[src/rtl/irq_arb_pkg.sv]
package irq_arb_pkg;
  localparam int NSPC = 6;
  typedef enum int unsigned {
    SPC_RST    = 0,
    SPC_NMI    = 1,
    SPC_DBG    = 2,
    SPC_WDT    = 3,
    SPC_STEP   = 4,
    SPC_AMATCH = 5
  } spc_e;
  localparam int PERIPH_BASE = NSPC;
endpackage

[src/rtl/irq_ipl_delay.sv]
module irq_ipl_delay #(
  parameter int LVL_W = 3
) (
  input  logic             clk,
  input  logic             rst_n,
  input  logic             rti_we,
  input  logic             ctl_we,
  input  logic [LVL_W-1:0] wdata,
  output logic [LVL_W-1:0] ipl_eff
);
  logic             a_v, b_v;
  logic [LVL_W-1:0] a_d, b_d;

  // direct loads take one extra stage; the return path joins at stage b
  always_ff @(posedge clk) begin
    if (!rst_n) begin
      a_v     <= 1'b0;
      a_d     <= '0;
      b_v     <= 1'b0;
      b_d     <= '0;
      ipl_eff <= '0;
    end else begin
      a_v <= ctl_we;
      a_d <= wdata;
      if (rti_we) begin
        b_v <= 1'b1;
        b_d <= wdata;
      end else begin
        b_v <= a_v;
        b_d <= a_d;
      end
      if (b_v) ipl_eff <= b_d;
    end
  end

  p_rti_latency_r5: assert property (@(posedge clk) disable iff (!rst_n)
    rti_we |=> ##1 (ipl_eff == $past(wdata, 2)));

  p_ctl_latency_r6: assert property (@(posedge clk) disable iff (!rst_n)
    ctl_we ##1 !rti_we |=> ##1 (ipl_eff == $past(wdata, 3)));
endmodule

[src/rtl/irq_lvl_table.sv]
module irq_lvl_table #(
  parameter int NSRC  = 8,
  parameter int LVL_W = 3,
  localparam int IDX_W = $clog2(NSRC)
) (
  input  logic                        clk,
  input  logic                        rst_n,
  input  logic                        we,
  input  logic [IDX_W-1:0]            idx,
  input  logic [LVL_W-1:0]            wdata,
  output logic [NSRC-1:0][LVL_W-1:0]  lvl
);
  logic             p_v;
  logic [IDX_W-1:0] p_idx;
  logic [LVL_W-1:0] p_d;

  always_ff @(posedge clk) begin
    if (!rst_n) begin
      p_v   <= 1'b0;
      p_idx <= '0;
      p_d   <= '0;
    end else begin
      p_v   <= we;
      p_idx <= idx;
      p_d   <= wdata;
    end
  end

  for (genvar i = 0; i < NSRC; i++) begin : g_ent
    always_ff @(posedge clk) begin
      if (!rst_n)                             lvl[i] <= '0;
      else if (p_v && (p_idx == IDX_W'(i)))   lvl[i] <= p_d;
    end

    p_lvl_keep_r10: assert property (@(posedge clk) disable iff (!rst_n)
      !(we && (idx == IDX_W'(i))) |=> ##1 $stable(lvl[i]));
  end

  p_lvl_latency_r7: assert property (@(posedge clk) disable iff (!rst_n)
    we |=> ##1 (lvl[$past(idx, 2)] == $past(wdata, 2)));
endmodule

[src/rtl/irq_req_latch.sv]
module irq_req_latch #(
  parameter int NSRC = 8,
  localparam int IDX_W = $clog2(NSRC)
) (
  input  logic             clk,
  input  logic             rst_n,
  input  logic [NSRC-1:0]  set,
  input  logic             clr_en,
  input  logic [IDX_W-1:0] clr_idx,
  output logic [NSRC-1:0]  req
);
  for (genvar i = 0; i < NSRC; i++) begin : g_bit
    always_ff @(posedge clk) begin
      if (!rst_n)                                    req[i] <= 1'b0;
      else if (set[i])                               req[i] <= 1'b1;
      else if (clr_en && (clr_idx == IDX_W'(i)))     req[i] <= 1'b0;
    end

    p_set_kept_r8: assert property (@(posedge clk) disable iff (!rst_n)
      set[i] |=> req[i]);

    p_clr_only_r8: assert property (@(posedge clk) disable iff (!rst_n)
      (clr_en && (clr_idx == IDX_W'(i)) && !set[i]) |=> !req[i]);
  end
endmodule

[src/rtl/irq_pick.sv]
module irq_pick
  import irq_arb_pkg::*;
#(
  parameter int NSRC  = 8,
  parameter int LVL_W = 3,
  localparam int IDX_W = $clog2(NSRC),
  localparam int ID_W  = $clog2(NSRC + NSPC)
) (
  input  logic [NSRC-1:0]             req,
  input  logic [NSRC-1:0][LVL_W-1:0]  lvl,
  input  logic [LVL_W-1:0]            ipl,
  input  logic                        gie,
  input  logic [NSPC-1:0]             spc,
  output logic                        found,
  output logic [ID_W-1:0]             id,
  output logic [LVL_W-1:0]            lvl_out
);
  localparam logic [ID_W-1:0] ID_BASE = ID_W'(PERIPH_BASE);

  logic [NSRC-1:0]  elig;
  logic             m_found;
  logic [IDX_W-1:0] m_idx;
  logic [LVL_W-1:0] m_lvl;

  for (genvar i = 0; i < NSRC; i++) begin : g_elig
    assign elig[i] = gie && req[i] && (lvl[i] > ipl);
  end

  // descending scan with >= leaves the lowest index on equal levels
  always_comb begin
    m_found = 1'b0;
    m_idx   = '0;
    m_lvl   = '0;
    for (int i = NSRC - 1; i >= 0; i--) begin
      if (elig[i] && (!m_found || (lvl[i] >= m_lvl))) begin
        m_found = 1'b1;
        m_idx   = IDX_W'(i);
        m_lvl   = lvl[i];
      end
    end
  end

  always_comb begin
    found   = 1'b1;
    lvl_out = '0;
    id      = '0;
    if      (spc[SPC_RST])    id = ID_W'(SPC_RST);
    else if (spc[SPC_NMI])    id = ID_W'(SPC_NMI);
    else if (spc[SPC_DBG])    id = ID_W'(SPC_DBG);
    else if (spc[SPC_WDT])    id = ID_W'(SPC_WDT);
    else if (m_found) begin
      id      = ID_BASE + ID_W'(m_idx);
      lvl_out = m_lvl;
    end
    else if (spc[SPC_STEP])   id = ID_W'(SPC_STEP);
    else if (spc[SPC_AMATCH]) id = ID_W'(SPC_AMATCH);
    else                      found = 1'b0;
  end
endmodule

[src/rtl/irq_prio_arb.sv]
module irq_prio_arb
  import irq_arb_pkg::*;
#(
  parameter int NSRC  = 8,
  parameter int LVL_W = 3,
  localparam int IDX_W = $clog2(NSRC),
  localparam int ID_W  = $clog2(NSRC + NSPC)
) (
  input  logic              clk,
  input  logic              rst_n,
  input  logic              gie,
  input  logic              spc_rst,
  input  logic              spc_nmi,
  input  logic              spc_dbg,
  input  logic              spc_wdt,
  input  logic              spc_step,
  input  logic              spc_amatch,
  input  logic [NSRC-1:0]   req_set,
  input  logic              lvl_we,
  input  logic [IDX_W-1:0]  lvl_idx,
  input  logic [LVL_W-1:0]  lvl_wdata,
  input  logic              ipl_rti_we,
  input  logic              ipl_ctl_we,
  input  logic [LVL_W-1:0]  ipl_wdata,
  input  logic              sample,
  output logic              take,
  output logic              win_valid,
  output logic [ID_W-1:0]   win_id,
  output logic [LVL_W-1:0]  win_lvl,
  input  logic              win_ack
);
  localparam logic [ID_W-1:0] ID_BASE = ID_W'(PERIPH_BASE);

  logic [LVL_W-1:0]           ipl_eff;
  logic [NSRC-1:0][LVL_W-1:0] lvl;
  logic [NSRC-1:0]            req;
  logic [NSPC-1:0]            spc;
  logic                       found;
  logic [ID_W-1:0]            pick_id;
  logic [LVL_W-1:0]           pick_lvl;
  logic                       accept;
  logic                       clr_en;
  logic [IDX_W-1:0]           clr_idx;

  assign spc = {spc_amatch, spc_step, spc_wdt, spc_dbg, spc_nmi, spc_rst};

  irq_ipl_delay #(.LVL_W(LVL_W)) u_ipl (
    .clk(clk), .rst_n(rst_n), .rti_we(ipl_rti_we), .ctl_we(ipl_ctl_we),
    .wdata(ipl_wdata), .ipl_eff(ipl_eff));

  irq_lvl_table #(.NSRC(NSRC), .LVL_W(LVL_W)) u_lvl (
    .clk(clk), .rst_n(rst_n), .we(lvl_we), .idx(lvl_idx),
    .wdata(lvl_wdata), .lvl(lvl));

  irq_req_latch #(.NSRC(NSRC)) u_req (
    .clk(clk), .rst_n(rst_n), .set(req_set), .clr_en(clr_en),
    .clr_idx(clr_idx), .req(req));

  irq_pick #(.NSRC(NSRC), .LVL_W(LVL_W)) u_pick (
    .req(req), .lvl(lvl), .ipl(ipl_eff), .gie(gie), .spc(spc),
    .found(found), .id(pick_id), .lvl_out(pick_lvl));

  assign accept  = sample && !win_valid && found;
  assign clr_en  = win_ack && win_valid && (win_id >= ID_BASE);
  assign clr_idx = IDX_W'(win_id - ID_BASE);

  always_ff @(posedge clk) begin
    if (!rst_n) begin
      take      <= 1'b0;
      win_valid <= 1'b0;
      win_id    <= '0;
      win_lvl   <= '0;
    end else begin
      take <= accept;
      if (accept) begin
        win_valid <= 1'b1;
        win_id    <= pick_id;
        win_lvl   <= pick_lvl;
      end else if (win_ack && win_valid) begin
        win_valid <= 1'b0;
      end
    end
  end

  p_take_pulse_r9: assert property (@(posedge clk) disable iff (!rst_n)
    take |=> !take);

  p_take_valid_r9: assert property (@(posedge clk) disable iff (!rst_n)
    take |-> win_valid);

  p_hold_until_ack_r9: assert property (@(posedge clk) disable iff (!rst_n)
    (win_valid && !win_ack) |=> (win_valid && $stable(win_id) && $stable(win_lvl)));

  p_mask_rule_r2: assert property (@(posedge clk) disable iff (!rst_n)
    (take && (win_id >= ID_BASE)) |-> ((win_lvl > $past(ipl_eff)) && $past(gie)));

  p_reset_first_r4: assert property (@(posedge clk) disable iff (!rst_n)
    (sample && !win_valid && spc_rst) |=> (take && (win_id == '0)));

  p_special_lvl_r4: assert property (@(posedge clk) disable iff (!rst_n)
    (take && (win_id < ID_BASE)) |-> (win_lvl == '0));
endmodule

[config.mk]
export PLATFORM = sky130hd
export DESIGN_NAME = irq_prio_arb
export DESIGN_NICKNAME = d
export VERILOG_FILES = /design/src/rtl/irq_arb_pkg.sv /design/src/rtl/irq_ipl_delay.sv /design/src/rtl/irq_lvl_table.sv /design/src/rtl/irq_req_latch.sv /design/src/rtl/irq_pick.sv /design/src/rtl/irq_prio_arb.sv
export SDC_FILE = /design/constraint.sdc
export NUM_CORES = 1
export LEC_CHECK = 0
export BUFFER_PORTS_ARGS = -buffer_cell sky130_fd_sc_hd__clkbuf_2
export CORE_MARGIN = 2
export CORE_UTILIZATION = 30
export CTS_BUF_LIST = sky130_fd_sc_hd__clkbuf_8
export CTS_CLUSTER_DIAMETER = 60
export DETAILED_ROUTE_END_ITERATION = 16
export PLACE_DENSITY = 0.47
export RECOVER_POWER = 50
export SYNTH_ARGS = -nofsm -noshare
export SYNTH_HDL_FRONTEND = slang
export SYNTH_HIERARCHICAL = 1
export SYNTH_SLANG_ARGS = --single-unit
[constraint.sdc]
create_clock -name clk -period 17.2 [get_ports clk]
set_input_delay 1.72 -clock clk [delete_from_list [all_inputs] [get_ports clk]]
set_output_delay 1.72 -clock clk [all_outputs]
set_load 0.005 [all_outputs]
* Word level (Yosys, flattened, before mapping) *
Index checks and enable logic that the tools add are counted.

storage, ports and cells
  register bits after elaboration = 59
  input bits = 31
  output and inout bits = 9

cells by class
  add/sub/neg operators = 2
  $lt $le $gt $ge = 16
  eq/ne operators = 14
  multiplexer cells = 63
  reductions and logical operators = 69

operator list
  operator                                                                              number
  3-bit 2-to-1 mux                                                                      23
  1-bit logical AND                                                                     43
  1-bit 2-to-1 mux                                                                      34
  3-bit == test (second input constant)                                                 8
  3-bit greater-than comparator                                                         8
  4-bit 2-to-1 mux                                                                      6
  3-bit greater-or-equal comparator                                                     7
  2-bit nonzero test                                                                    9
  3-bit by 2-bit == test with 1-bit output (second input constant)                      4
  1-bit logical NOT                                                                     8
  1-bit logical OR                                                                      7
  3-bit by 1-bit == test with 1-bit output (second input constant)                      2
  3-bit logical NOT                                                                     2
  3-bit by 3-bit adder with 4-bit output (first input constant)                         1
  4-bit by 3-bit greater-or-equal comparator with 1-bit output (second input constant)  1
  3-bit subtractor (second input constant)                                              1

* Depth between registers and ports, before layout *
Gate-level depths: netlist of the first run.

  depth after elaboration = 38
  mapped depth = 66
  depth with buffers taken out = 64

* Modules after synthesis *
The synthesis of the first run kept the hierarchy.

by module, submodules not included
  module         times used  cells each  area each (um^2)  sequential area each (um^2)
  irq_pick       1           231         1709.1            0.0
  irq_lvl_table  1           101         1128.6            620.6
  irq_prio_arb   1           43          387.9             180.2
  irq_ipl_delay  1           29          354.1             220.2
  irq_req_latch  1           39          352.8             160.2

* Worst setup path before layout of the first run *
Ideal clock, no wire load.

  kind = input to register
  start = input port gie
  end = register win_id[2]
  library setup time = 72 ps
  data arrival time = 11333 ps
  required time = 17128 ps
  setup slack = 5795 ps
  stages on the path = 62
  buffers on the path = 3
  cell sequence = buf_2 > o311a_4 > nand2_1 > nor2_1 > ha_1 > o21ai_0 > a21oi_1 > o21a_1 > a22o_1 > ha_1 > nand2b_1 > a21o_1 > a21oi_1 > a21oi_1 > a221oi_1 > nor2_1 > ha_1 > nand2b_1 > [26 not listed] > a21oi_1 > or2_2 > o31ai_4 > a21boi_1 > a21boi_1 > inv_1 > ha_1 > nand2b_1 > a21o_1 > a21oi_1 > o22ai_1 > a31oi_1 > nand4_1 > ha_1 > nand2_1 > o311a_1 > nand2_1 > mux2i_1

between the ends
  cells in the longest elaborated chain, start to end = 37
  elaborated cells between the ends (all ways) = 79
  classes of those cells = 1 x add/sub; 7 x order compare; 33 x mux; 38 x reduce/logical

ends and longest elaborated chain
  element                                                                 line                RTL
  from (decl)                                                             irq_prio_arb.sv:11  input logic gie,
  1-bit logical AND (2 in a row)                                          irq_pick.sv:26      assign elig[i] = gie && req[i] && (lvl[i] > ipl);
  3-bit 2-to-1 mux or 1-bit 2-to-1 mux (tied branches)                    irq_pick.sv:35      if (elig[i] && (!m_found || (lvl[i] >= m_lvl))) begin
  3-bit greater-or-equal comparator or 1-bit logical NOT (tied branches)  irq_pick.sv:35
  1-bit logical OR                                                        irq_pick.sv:35
  1-bit logical AND                                                       irq_pick.sv:35
  3-bit 2-to-1 mux or 1-bit 2-to-1 mux (tied branches)                    irq_pick.sv:35
  3-bit greater-or-equal comparator or 1-bit logical NOT (tied branches)  irq_pick.sv:35
  1-bit logical OR                                                        irq_pick.sv:35
  [21 not listed]                                                         -
  3-bit 2-to-1 mux                                                        irq_pick.sv:35
  3-bit by 3-bit adder with 4-bit output                                  irq_pick.sv:52      id = ID_BASE + ID_W'(m_idx);
  4-bit 2-to-1 mux *                                                      irq_pick.sv:51      else if (m_found) begin
  4-bit 2-to-1 mux *                                                      irq_pick.sv:50      else if (spc[SPC_WDT]) id = ID_W'(SPC_WDT);
  4-bit 2-to-1 mux *                                                      irq_pick.sv:49      else if (spc[SPC_DBG]) id = ID_W'(SPC_DBG);
  4-bit 2-to-1 mux *                                                      irq_pick.sv:48      else if (spc[SPC_NMI]) id = ID_W'(SPC_NMI);
  4-bit 2-to-1 mux *                                                      irq_pick.sv:47      if (spc[SPC_RST]) id = ID_W'(SPC_RST);
  named net pick_id[2]                                                    irq_prio_arb.sv:39  logic [ID_W-1:0] pick_id;
  to (signal assigned)                                                    irq_prio_arb.sv:77  win_id <= pick_id;
  to (decl)                                                               irq_prio_arb.sv:28  output logic [ID_W-1:0] win_id,

The timed path passes the listed nets; every way through them passes the cells marked *.
A chain may end at the register's enable or synchronous reset.

* Worst setup path in the final report of the first run *
Ends and elaborated chain as after synthesis.

==> flow_summary_export.csv, run 1 <==
group,metric,value,unit
outcome,status,"finished with violations",
outcome,violations,"capacitance limit, slew limit",
global_route,first_global_vias,3277,
clock_tree,post-cts-setup-buffer-count,0,
global_route,grt_first_pass_wirelength,16690,um
global_route,met2_usage,0.2442,
global_route,grt_max_degree,70,
timing,final.setup.tns,0,ps
die,die_height,118.5,um
timing,setup_viol,0,
global_route,globalRoute.totalOverflow,0,
timing,timing.hold.ws,433.2,ps
timing,min_period,12590,ps
logic_synthesis,number_of_synthesis_warnings,6,
power,leakage,1.913,nW
setup_path,critPathKind,"input port to flip-flop",
global_route,grt_antenna_before_repair,0,
routing,drc,0,
die,io_pins,40,
clock_tree,clock_path_buffers,2,
cells_and_area,post_layout_nets,558,
setup_path,worst_setup_ep_type,"flip-flop",
die,initial_core_util,0.3091,
job,timing.max_cap.violations,1,
logic_synthesis,syn-mean-instance-area,8.877,um2
logic_synthesis,synthCells,443,
setup_path,critical_path.max_stage_delay,430,ps
die,die-width,118.5,um
min_path,hold_path_class,"flip-flop to flip-flop",
clock_tree,cts_tree,"built",
placed_design,hpwl_after_detailed_placement,7535,um
routing,viasPerCell,4.948,
logic_synthesis,synth_area,3933,um2
routing,dr.pass1.iters,4,
logic_synthesis,yosys_register_bits,59,
logic_synthesis,yosys-top-cells-area,"dfxtp_1 30%, ha_1 15%, mux2i_1 9.7%",
clock_tree,cts.clk_slew.worst_paths,80,ps
global_route,grt_use_total,0.1483,
cells_and_area,antennaDiodeCount,0,
power,design_power_total,0.3433,mW
min_path,hold-path-cell-count,1,
setup_path,cp.required,17480,ps
clock_tree,cts_buffers,9,
routing,wl_per_cell,14.73,um
setup_path,worst_path_max_delay_cell,"a221oi_1",
clock_tree,insertion_delay,350,ps
setup_path,startpoint_type,"input port",
logic_synthesis,post-synth-top-area-cell,"dfxtp_1",
cells_and_area,post_layout_instance_area,4522,um2
placed_design,placement.setup.worst_slack,4494,ps
placed_design,total_instance_count_after_detailed_placement,642,
timing,worst_slack,4605,ps
cells_and_area,fillerInstances,1385,
clock_tree,ctsRootBufferMaster,"clkbuf_8",
logic_synthesis,synth.net_count,520,
cells_and_area,instances_no_fill,658,
timing,finalHoldViolations,0,
setup_path,timing.critical_path.mode_cell,"a21oi_1",
logic_synthesis,synth_edf_count,0,
timing,clock-skew-final,10.17,ps
setup_path,cp.arrival,12870,ps
timing,maxClockFrequency,79.40,MHz
cells_and_area,fin_util,0.3554,
timing,layout_worst_path_cycle_share,0.7322,
die,die-area,14040,um2
setup_path,critical_path.max_fanout,8,
clock_tree,cts_htree_levels,3,
global_route,grt_most_used_layer,"met2",
timing,rsz0062_at_grt,"no",
timing,actual_slew_at_the_worst_max_slew_pin,2620,ps
placed_design,place_area,4280,um2
power,max-vdd-ir-drop,0.02970,mV
power,power_density,75.92,nW/um2
routing,finalWirelength,9694,um
clock_tree,clock-sinks,59,
logic_synthesis,synth_ff_type,"dfxtp_1",
routing,detailroute.via_count,3256,
die,rows,41,
cells_and_area,areaGrowthSynthToFinish,14.99,%
global_route,global_route.usage.met1,0.1946,
cells_and_area,drive_gt1_frac,0.1481,
logic_synthesis,number_of_different_library_cells_in_the_post_synthesis_netlist,63,
logic_synthesis,synth_sequential_area_ratio,0.3003,
clock_tree,cts_resized,0,
logic_synthesis,synth_largest_type_area_fraction,0.3003,
timing,worst_slew_margin_rel,-0.7466,
placed_design,numPortBuffers,39,
setup_path,timing.reg2reg.worst_path_depth,63,
routing,drtIter0Drc,184,
logic_synthesis,synth_async_sr_flop_share,0,
global_route,global_route.usage.met3,0.02172,
clock_tree,postCtsHoldBufs,0,
routing,postRouteAntennaNets,0,
timing,number_of_max_slew_violations_in_the_final_report,70,
die,coreArea,12720,um2
placed_design,gp_routability_congestion,0.8528,
## cell type report
class	count	area, um2	area share
tap	172	215.2	0.04759
clock buffer	9	123.9	0.02739
clock inverter	7	123.9	0.02739
timing repair buffer	40	196.4	0.04344
multi-input combinational	344	2580	0.5706
sequential	59	1181	0.2612
inverter	27	101.3	0.02241
## routing by layer
| layer | share of wire | vias to the layer above |
|---|---|---|
| li1 | - | 1685 |
| met1 | 0.49 | 1516 |
| met2 | 0.47 | 44 |
| met3 | 0.022 | 11 |
| met4 | 0.014 | 0 |
| met5 | 0 | - |
## Yosys cell counts, drive strengths merged, types with 4 or more instances
cell,n
and2,17
clkbuf,8
nand3,13
or3,4
a21oi,25
o21ai,17
nand2b,6
nand4,4
a21boi,4
ha,46
a211oi,8
o21a,7
and4bb,4
inv,27
dfxtp,59
mux2i,38
o31ai,4
nand2,52
nor2b,15
a21o,8
nor3,12
nor2,18
buf,5
## kinds of logic (layout without fill, tap and decap cells)
kind of cell / Yosys count / count (layout) / synth area share
flip-flops: 59 / 59 / 0.3003
AO/OA/AOI/OAI: 98 / 98 / 0.1817
AND/OR/NAND/NOR: 160 / 160 / 0.2253
XOR/XNOR: 1 / 1 / 0.002228
buffers and inverters: 40 / 83 / 0.04359
adder cells (fa/ha/maj): 46 / 46 / 0.1464
multiplexers: 39 / 39 / 0.1005
## critical path: cells and delay by family
| family | cells | cell delay [ps] |
|---|---|---|
| buffers and inverters | 3 | 330 |
| AO/OA/AOI/OAI | 32 | 5940 |
| adder cells (fa/ha/maj) | 8 | 2200 |
| multiplexers | 1 | 220 |
| AND/OR/NAND/NOR | 16 | 2450 |
## path summary, 6_finish.rpt
check | slack, ps | endpoint | start
worst max-delay path | 4610 | win_id[2]$_SDFFE_PN0P_ | gie
worst min-delay path | 430 | u_ipl/b_v$_SDFF_PN0_ | u_ipl/a_v$_SDFF_PN0_
worst max register to register | 5000 | win_id[2]$_SDFFE_PN0P_ | u_ipl/ipl_eff[1]$_SDFFE_PN0P_
worst min register to register | 430 | u_ipl/b_v$_SDFF_PN0_ | u_ipl/a_v$_SDFF_PN0_
## power by group
group	internal (mW)	switching, mW	leakage [nW]
clock network	0.0975	0.0627	0.120
registers	0.141	0.00410	0.483
logic	0.0170	0.0211	1.31
## flip-flops by register name, indices dropped and copies added (netlist names)
signal,flops
win_id,4
win_lvl,3
u_lvl/p_d,3
u_ipl/b_v,1
u_ipl/ipl_eff,3
take,1
u_lvl/lvl,24
u_ipl/a_v,1
win_valid,1
u_ipl/a_d,3
u_lvl/p_v,1
u_lvl/p_idx,3
u_ipl/b_d,3
u_req/req,8
## layout by cell type (no fill, tap or decap), types with 15 or more instances in the layout
cell type   n
a21oi_1    22
clkbuf_2   37
dfxtp_1    59
ha_1       46
inv_1      27
mux2i_1    38
nand2_1    52
nor2_1     18
nor2b_1    15
o21ai_0    16
(Power assumes the default switching activity.)
==> inputs of run 2 (changes only) <==
==> constraint.sdc (replaced) <==
create_clock -name clk -period 12.2 [get_ports clk]
set_input_delay 1.22 -clock clk [delete_from_list [all_inputs] [get_ports clk]]
set_output_delay 1.22 -clock clk [all_outputs]
set_load 0.005 [all_outputs]
==> run 2 against run 1 <==
Compared with the run above: the run now ends clean; setup slack lost 3600 ps; register-to-register slack lost 3900 ps; non-clock buffer count grew 9; total power grew 36%; core utilization grew 0.78 points; die area is the same; sequential power grew 41%; worst hold slack gained 2.0 ps; global-route usage shrank 0.21 points; critical path type unchanged; critical endpoint unchanged; largest power group is now registers.
==> flow_summary_export.csv, run 2 (synthesis gave the netlist of run 1 again) <==
group,metric,value,unit
outcome,status,"completed",
clock_tree,cts_buffers,9,
timing,finalHoldViolations,0,
setup_path,critPathKind,"input port to flip-flop",
die,die-width,118.5,um
placed_design,gp_routability_congestion,0.8920,
routing,viasPerCell,4.921,
cells_and_area,post_layout_nets,567,
routing,wl_per_cell,14.56,um
min_path,hold_path_startpoint,"u_ipl/a_v$_SDFF_PN0_",
timing,actual_slew_at_the_worst_max_slew_pin,702.3,ps
setup_path,cp.required,12480,ps
cells_and_area,antennaDiodeCount,0,
cells_and_area,largest_register_ffs,24,
setup_path,startpoint_type,"input port",
die,io_pins,40,
routing,drc,0,
die,initial_core_util,0.3091,
setup_path,critical_path.max_stage_delay,300,ps
timing,clock-skew-final,17.19,ps
global_route,grt_use_total,0.1461,
setup_path,timing.critical_path.mode_cell,"ha_1",
clock_tree,cts_tree,"built",
timing,final.setup.tns,0,ps
setup_path,ff2ff_setup_slack,1060,ps
power,leakage,1.965,nW
die,rows,41,
cells_and_area,fillerInstances,1355,
job,timing.max_cap.violations,0,
power,max-vdd-ir-drop,0.05654,mV
routing,postRouteAntennaNets,0,
min_path,hold_path_class,"flip-flop to flip-flop",
setup_path,worst_setup_ep_type,"flip-flop",
setup_path,critical_path.reg2reg.startpoint,"u_ipl/ipl_eff[2]$_SDFFE_PN0P_",
cells_and_area,most-common-layout-cells,"59 x dfxtp_1, 51 x nand2_1, 46 x ha_1",
die,coreArea,12720,um2
die,die-area,14040,um2
clock_tree,ctsRootBufferMaster,"clkbuf_8",
cells_and_area,biggestRegsByFlops,"u_lvl/lvl (24), u_req/req (8), win_id (4)",
cells_and_area,areaGrowthSynthToFinish,17.50,%
routing,finalWirelength,9709,um
power,power_density,100.8,nW/um2
placed_design,hpwl_after_detailed_placement,7399,um
cells_and_area,top_register,"u_lvl/lvl",
routing,drtIter0Drc,98,
setup_path,critical_path.max_fanout,8,
routing,dr.pass1.iters,4,
clock_tree,clock-sinks,59,
global_route,first_global_vias,3184,
die,die_height,118.5,um
setup_path,timing.reg2reg.worst_path_depth,61,
clock_tree,cts.clk_slew.worst_paths,80,ps
timing,rsz0062_at_grt,"no",
setup_path,worst_path_max_delay_cell,"ha_1",
timing,number_of_max_slew_violations_in_the_final_report,0,
global_route,grt_first_pass_wirelength,16350,um
clock_tree,cts_htree_levels,3,
power,design_power_total,0.4660,mW
timing,layout_worst_path_cycle_share,0.9199,
timing,setup_viol,0,
timing,maxClockFrequency,89.10,MHz
cells_and_area,drive_gt1_frac,0.1899,
cells_and_area,final_common_cell,"dfxtp_1",
timing,min_period,11220,ps
clock_tree,insertion_delay,360,ps
min_path,hold-path-cell-count,1,
timing,worst_slew_margin_rel,0.5282,
min_path,min_to,"u_ipl/b_v$_SDFF_PN0_",
clock_tree,clock_path_buffers,2,
global_route,grt_max_degree,70,
routing,detailroute.via_count,3282,
global_route,grt_antenna_before_repair,0,
global_route,globalRoute.totalOverflow,0,
setup_path,regToRegEndpoint,"win_id[2]$_SDFFE_PN0P_",
placed_design,numPortBuffers,39,
setup_path,cp.arrival,11500,ps
run 2: what timing repair did:
| item | in CTS | in global routing |
|---|---|---|
| setup buffers | 0 | 1 |
| resized for setup | 0 | 12 |
| endpoints found under the setup margin | 0 | 7 |
| hold buffers | 0 | 0 |
run 2: per-stage QoR:
step	setup WS (ps)	hold WS, ps	util	instances	instance area [um2]
after CTS	644.5	440.2	0.3587	666	4563
final	977.0	435.2	0.3632	667	4621
after global routing	3.705	467.0	0.3632	667	4621
after floorplan	1295	405.2	-	443	3933
after global placement	484.6	417.2	0.3412	650	4340
after detailed placement	396.6	419.4	0.3412	650	4340
run 2: critical path: cells and delay by family:
family | cells | cell delay (ps)
muxes | 1 | 140
and+or+nand+nor | 15 | 2050
buffers and inverters | 3 | 440
AOI/OAI and AO/OA | 32 | 5520
adders and majority gates | 8 | 2120
run 2: area by class of cell:
| class | instances | area, um2 | area share |
|---|---|---|---|
| clock inverters | 7 | 98.84 | 0.02139 |
| flip-flops and latches | 59 | 1181 | 0.2556 |
| inverters | 27 | 101.3 | 0.02193 |
| multi-input cells | 344 | 2633 | 0.5697 |
| repair buffers | 49 | 267.8 | 0.05795 |
| well taps | 172 | 215.2 | 0.04657 |
| clock buffers | 9 | 123.9 | 0.02681 |
run 2: power breakdown:
part | internal, mW | switching [mW] | total (mW)
Sequential | 0.199 | 0.00569 | 0.205
Clock | 0.116 | 0.0884 | 0.205
Combinational | 0.0258 | 0.0309 | 0.0567
run 2: worst max-delay path by stage:
stage                                        from                endpoint  slack (ps)  depth (start not counted)
floorplan                                     gie  win_id[2]$_SDFFE_PN0P_        1300                         62
global placement                              gie  win_id[2]$_SDFFE_PN0P_         480                         60
detailed placement                            gie  win_id[2]$_SDFFE_PN0P_         400                         59
CTS                 u_ipl/ipl_eff[2]$_SDFFE_PN0P_  win_id[2]$_SDFFE_PN0P_         640                         61
global route                                  gie  win_id[2]$_SDFFE_PN0P_           4                         60
finish                                        gie  win_id[2]$_SDFFE_PN0P_         980                         59
run 2: layer usage:
layer  vias to the layer above  global-route usage  wire [um]
met3                         8             0.02992        316
met5                         -                   0          0
li1                       1701                   -          -
met2                        47              0.2305       4451
met4                         0             0.05580        116
met1                      1526              0.1957       4825
==> inputs of run 3 (changes only) <==
--- a/config.mk
+++ b/config.mk
@@ -15,5 +15,4 @@
 export RECOVER_POWER = 50
 export SYNTH_ARGS = -nofsm -noshare
 export SYNTH_HDL_FRONTEND = slang
-export SYNTH_HIERARCHICAL = 1
 export SYNTH_SLANG_ARGS = --single-unit
==> run 3 against run 2 <==
Compared with the run above: the flow now finishes with violations (capacitance limit, slew limit); cell area decreased by 2.6%; via count decreased by 2.6%; clock power fell by 7%.
==> flow_summary_export.csv, run 3 <==
group,metric,value,unit
clock_tree,clock-sinks,59,
timing,maxClockFrequency,89.36,MHz
setup_path,critical_path.reg2reg.startpoint,"u_ipl.ipl_eff[1]$_SDFFE_PN0P_",
routing,wl_per_cell,15.20,um
timing,setup_viol,0,
die,io_pins,40,
timing,rsz0062_at_grt,"no",
placed_design,placement.setup.worst_slack,591.3,ps
logic_synthesis,yosys_register_bits,59,
setup_path,crit_path_start,"u_ipl.ipl_eff[1]$_SDFFE_PN0P_",
placed_design,gp_routability_congestion,0.7729,
logic_synthesis,synth_largest_type_area_fraction,0.3040,
setup_path,timing.critical_path.mode_cell,"a21oi_1",
power,design_power_total,0.4547,mW
logic_synthesis,ys_top_cells_by_count,"59 x dfxtp_1, 46 x ha_1, 43 x nor2b_1",
timing,min_period,11190,ps
cells_and_area,final_common_cell,"dfxtp_1",
clock_tree,ctsRootBufferMaster,"clkbuf_8",
min_path,hold_path_startpoint,"u_ipl.a_v$_SDFF_PN0_",
routing,viasPerCell,4.988,
logic_synthesis,synth.net_count,499,
logic_synthesis,synth_edf_count,0,
die,die_height,117.8,um
outcome,status,"finished with violations",
setup_path,critical_path.max_fanout,11,
routing,dr.pass1.iters,4,
placed_design,place_area,4278,um2
routing,drc,0,
cells_and_area,fin_util,0.3567,
routing,detailroute.via_count,3197,
timing,worst_slack,1009,ps
setup_path,timing.critical_path.max_delay_family,"compound AO/OA/AOI/OAI gates",
cells_and_area,post_layout_instance_area,4502,um2
timing,worst_slew_margin_rel,-0.3282,
timing,number_of_max_slew_violations_in_the_final_report,57,
clock_tree,clock_path_buffers,2,
min_path,hold-path-cell-count,1,
global_route,grt_use_total,0.1469,
power,max-vdd-ir-drop,0.03689,mV
global_route,grt_max_degree,57,
cells_and_area,antennaDiodeCount,0,
global_route,first_global_vias,3152,
setup_path,startpoint_type,"flip-flop",
power,leakage,1.834,nW
logic_synthesis,post-synth-top-area-cell,"dfxtp_1",
clock_tree,cts_htree_levels,3,
setup_path,ff2ff_setup_slack,1010,ps
die,coreArea,12620,um2
clock_tree,cts_tree,"built",
setup_path,worst_path_max_delay_cell,"dfxtp_1",
setup_path,cp.required,12480,ps
power,power_density,101.0,nW/um2
logic_synthesis,syn-mean-instance-area,9.206,um2
min_path,min_to,"u_ipl.b_v$_SDFF_PN0_",
clock_tree,cts_buffers,9,
global_route,globalRoute.totalOverflow,0,
setup_path,worst_setup_ep_type,"flip-flop",
timing,clock-skew-final,16.44,ps
clock_tree,cts.clk_slew.worst_paths,80,ps
die,rows,41,
logic_synthesis,yosys-top-cells-area,"dfxtp_1 30%, ha_1 15%, mux2i_1 8.0%",
setup_path,critPathKind,"flip-flop to flip-flop",
setup_path,regToRegEndpoint,"win_id[2]$_SDFFE_PN0P_",
setup_path,critical_path.max_stage_delay,390,ps
logic_synthesis,synthCells,422,
placed_design,numPortBuffers,39,
die,initial_core_util,0.3079,
cells_and_area,largest_register_ffs,24,
outcome,violations,"capacitance limit, slew limit",
timing,finalHoldViolations,0,
logic_synthesis,number_of_synthesis_warnings,0,
logic_synthesis,number_of_different_library_cells_in_the_post_synthesis_netlist,56,
routing,finalWirelength,9744,um
job,timing.max_cap.violations,1,
logic_synthesis,synth_ff_type,"dfxtp_1",
routing,postRouteAntennaNets,0,
cells_and_area,drive_gt1_frac,0.1642,
min_path,hold_path_class,"flip-flop to flip-flop",
clock_tree,postCtsHoldBufs,0,
die,die-width,117.8,um
timing,layout_worst_path_cycle_share,0.9173,
logic_synthesis,synth_area,3885,um2
global_route,grt_first_pass_wirelength,16350,um
setup_path,path_buf_inv,2,
clock_tree,post-cts-setup-buffer-count,0,
logic_synthesis,synth_sequential_area_ratio,0.3040,
cells_and_area,biggestRegsByFlops,"u_lvl.lvl (24), u_req.req (8), win_id (4)",
routing,drtIter0Drc,101,
setup_path,timing.reg2reg.worst_path_depth,57,
die,die-area,13880,um2
setup_path,cp.arrival,11470,ps
cells_and_area,areaGrowthSynthToFinish,15.88,%
cells_and_area,top_register,"u_lvl.lvl",
placed_design,hpwl_after_detailed_placement,7465,um
timing,actual_slew_at_the_worst_max_slew_pin,1992,ps
global_route,grt_antenna_before_repair,0,
cells_and_area,most-common-layout-cells,"59 x dfxtp_1, 46 x ha_1, 43 x nor2b_1",
timing,final.setup.tns,0,ps
logic_synthesis,synth_async_sr_flop_share,0,
logic_synthesis,yosysMostFrequentCell,"dfxtp_1",
cells_and_area,post_layout_nets,541,
clock_tree,insertion_delay,360,ps
==> run 3: worst max path at each step <==
stage | end | slack, ps | cells after the start
finish | win_id[2]$_SDFFE_PN0P_ | 1010 | 57
global route | win_id[2]$_SDFFE_PN0P_ | 50 | 57
CTS | win_id[2]$_SDFFE_PN0P_ | 820 | 57
detailed placement | win_id[2]$_SDFFE_PN0P_ | 590 | 55
global placement | win_id[2]$_SDFFE_PN0P_ | 860 | 54
floorplan | win_id[2]$_SDFFE_PN0P_ | 1610 | 58
==> run 3: metal layers <==
layer | share of wire | wire, um | global-route usage
met1 | 0.53 | 5166 | 0.2077
met5 | 0 | 0 | 0
met4 | 0.015 | 145 | 0.04744
met3 | 0.034 | 333 | 0.03731
met2 | 0.42 | 4099 | 0.2173
==> run 3: layout make-up <==
cell class	instances	area, um2
Fill cell	1358	8118
Timing Repair Buffer	43	224.0
Tap cell	172	215.2
Multi-Input combinational cell	332	2600
Inverter	19	75.07
Clock inverter	7	82.58
Clock buffer	9	123.9
Sequential cell	59	1181
==> run 3: report_power, final <==
group	internal (mW)	total, mW	leakage [nW]	switching [mW]
Combinational	0.0271	0.0577	1.25	0.0306
Clock	0.0977	0.191	0.0988	0.0935
Sequential	0.199	0.206	0.483	0.00697
==> run 3: per-stage QoR <==
stage	hold WS, ps	cells
detailed placement	420.6	625
global route	476.5	641
floorplan	405.2	422
finish	441.6	641
global placement	417.0	625
CTS	445.2	641
==> run 3: cells by family (layout without fill, tap and decap cells) <==
| logic type | count (synthesis) | after routing | share of synthesized area |
|---|---|---|---|
| compound gates | 116 | 116 | 0.2283 |
| buf+inv | 31 | 78 | 0.03060 |
| fa+ha+maj | 46 | 46 | 0.1481 |
| mux | 31 | 31 | 0.07987 |
| flops | 59 | 59 | 0.3040 |
| simple gates | 139 | 139 | 0.2090 |
==> run 3: timing repair <==
| action | CTS | global route |
|---|---|---|
| endpoints found under the setup margin | 0 | 2 |
| hold endpoints to repair | 0 | 0 |
| gates resized for setup | 0 | 5 |
==> run 3: worst reg2reg max path: cells and delay by family (launching register included) <==
kind | cells | cell delay (ps)
AO/OA/AOI/OAI | 34 | 6440
adder cells (fa/ha/maj) | 9 | 2450
buffers and inverters | 2 | 450
flip-flops | 1 | 390
multiplexers | 1 | 130
AND/OR/NAND/NOR | 11 | 1230
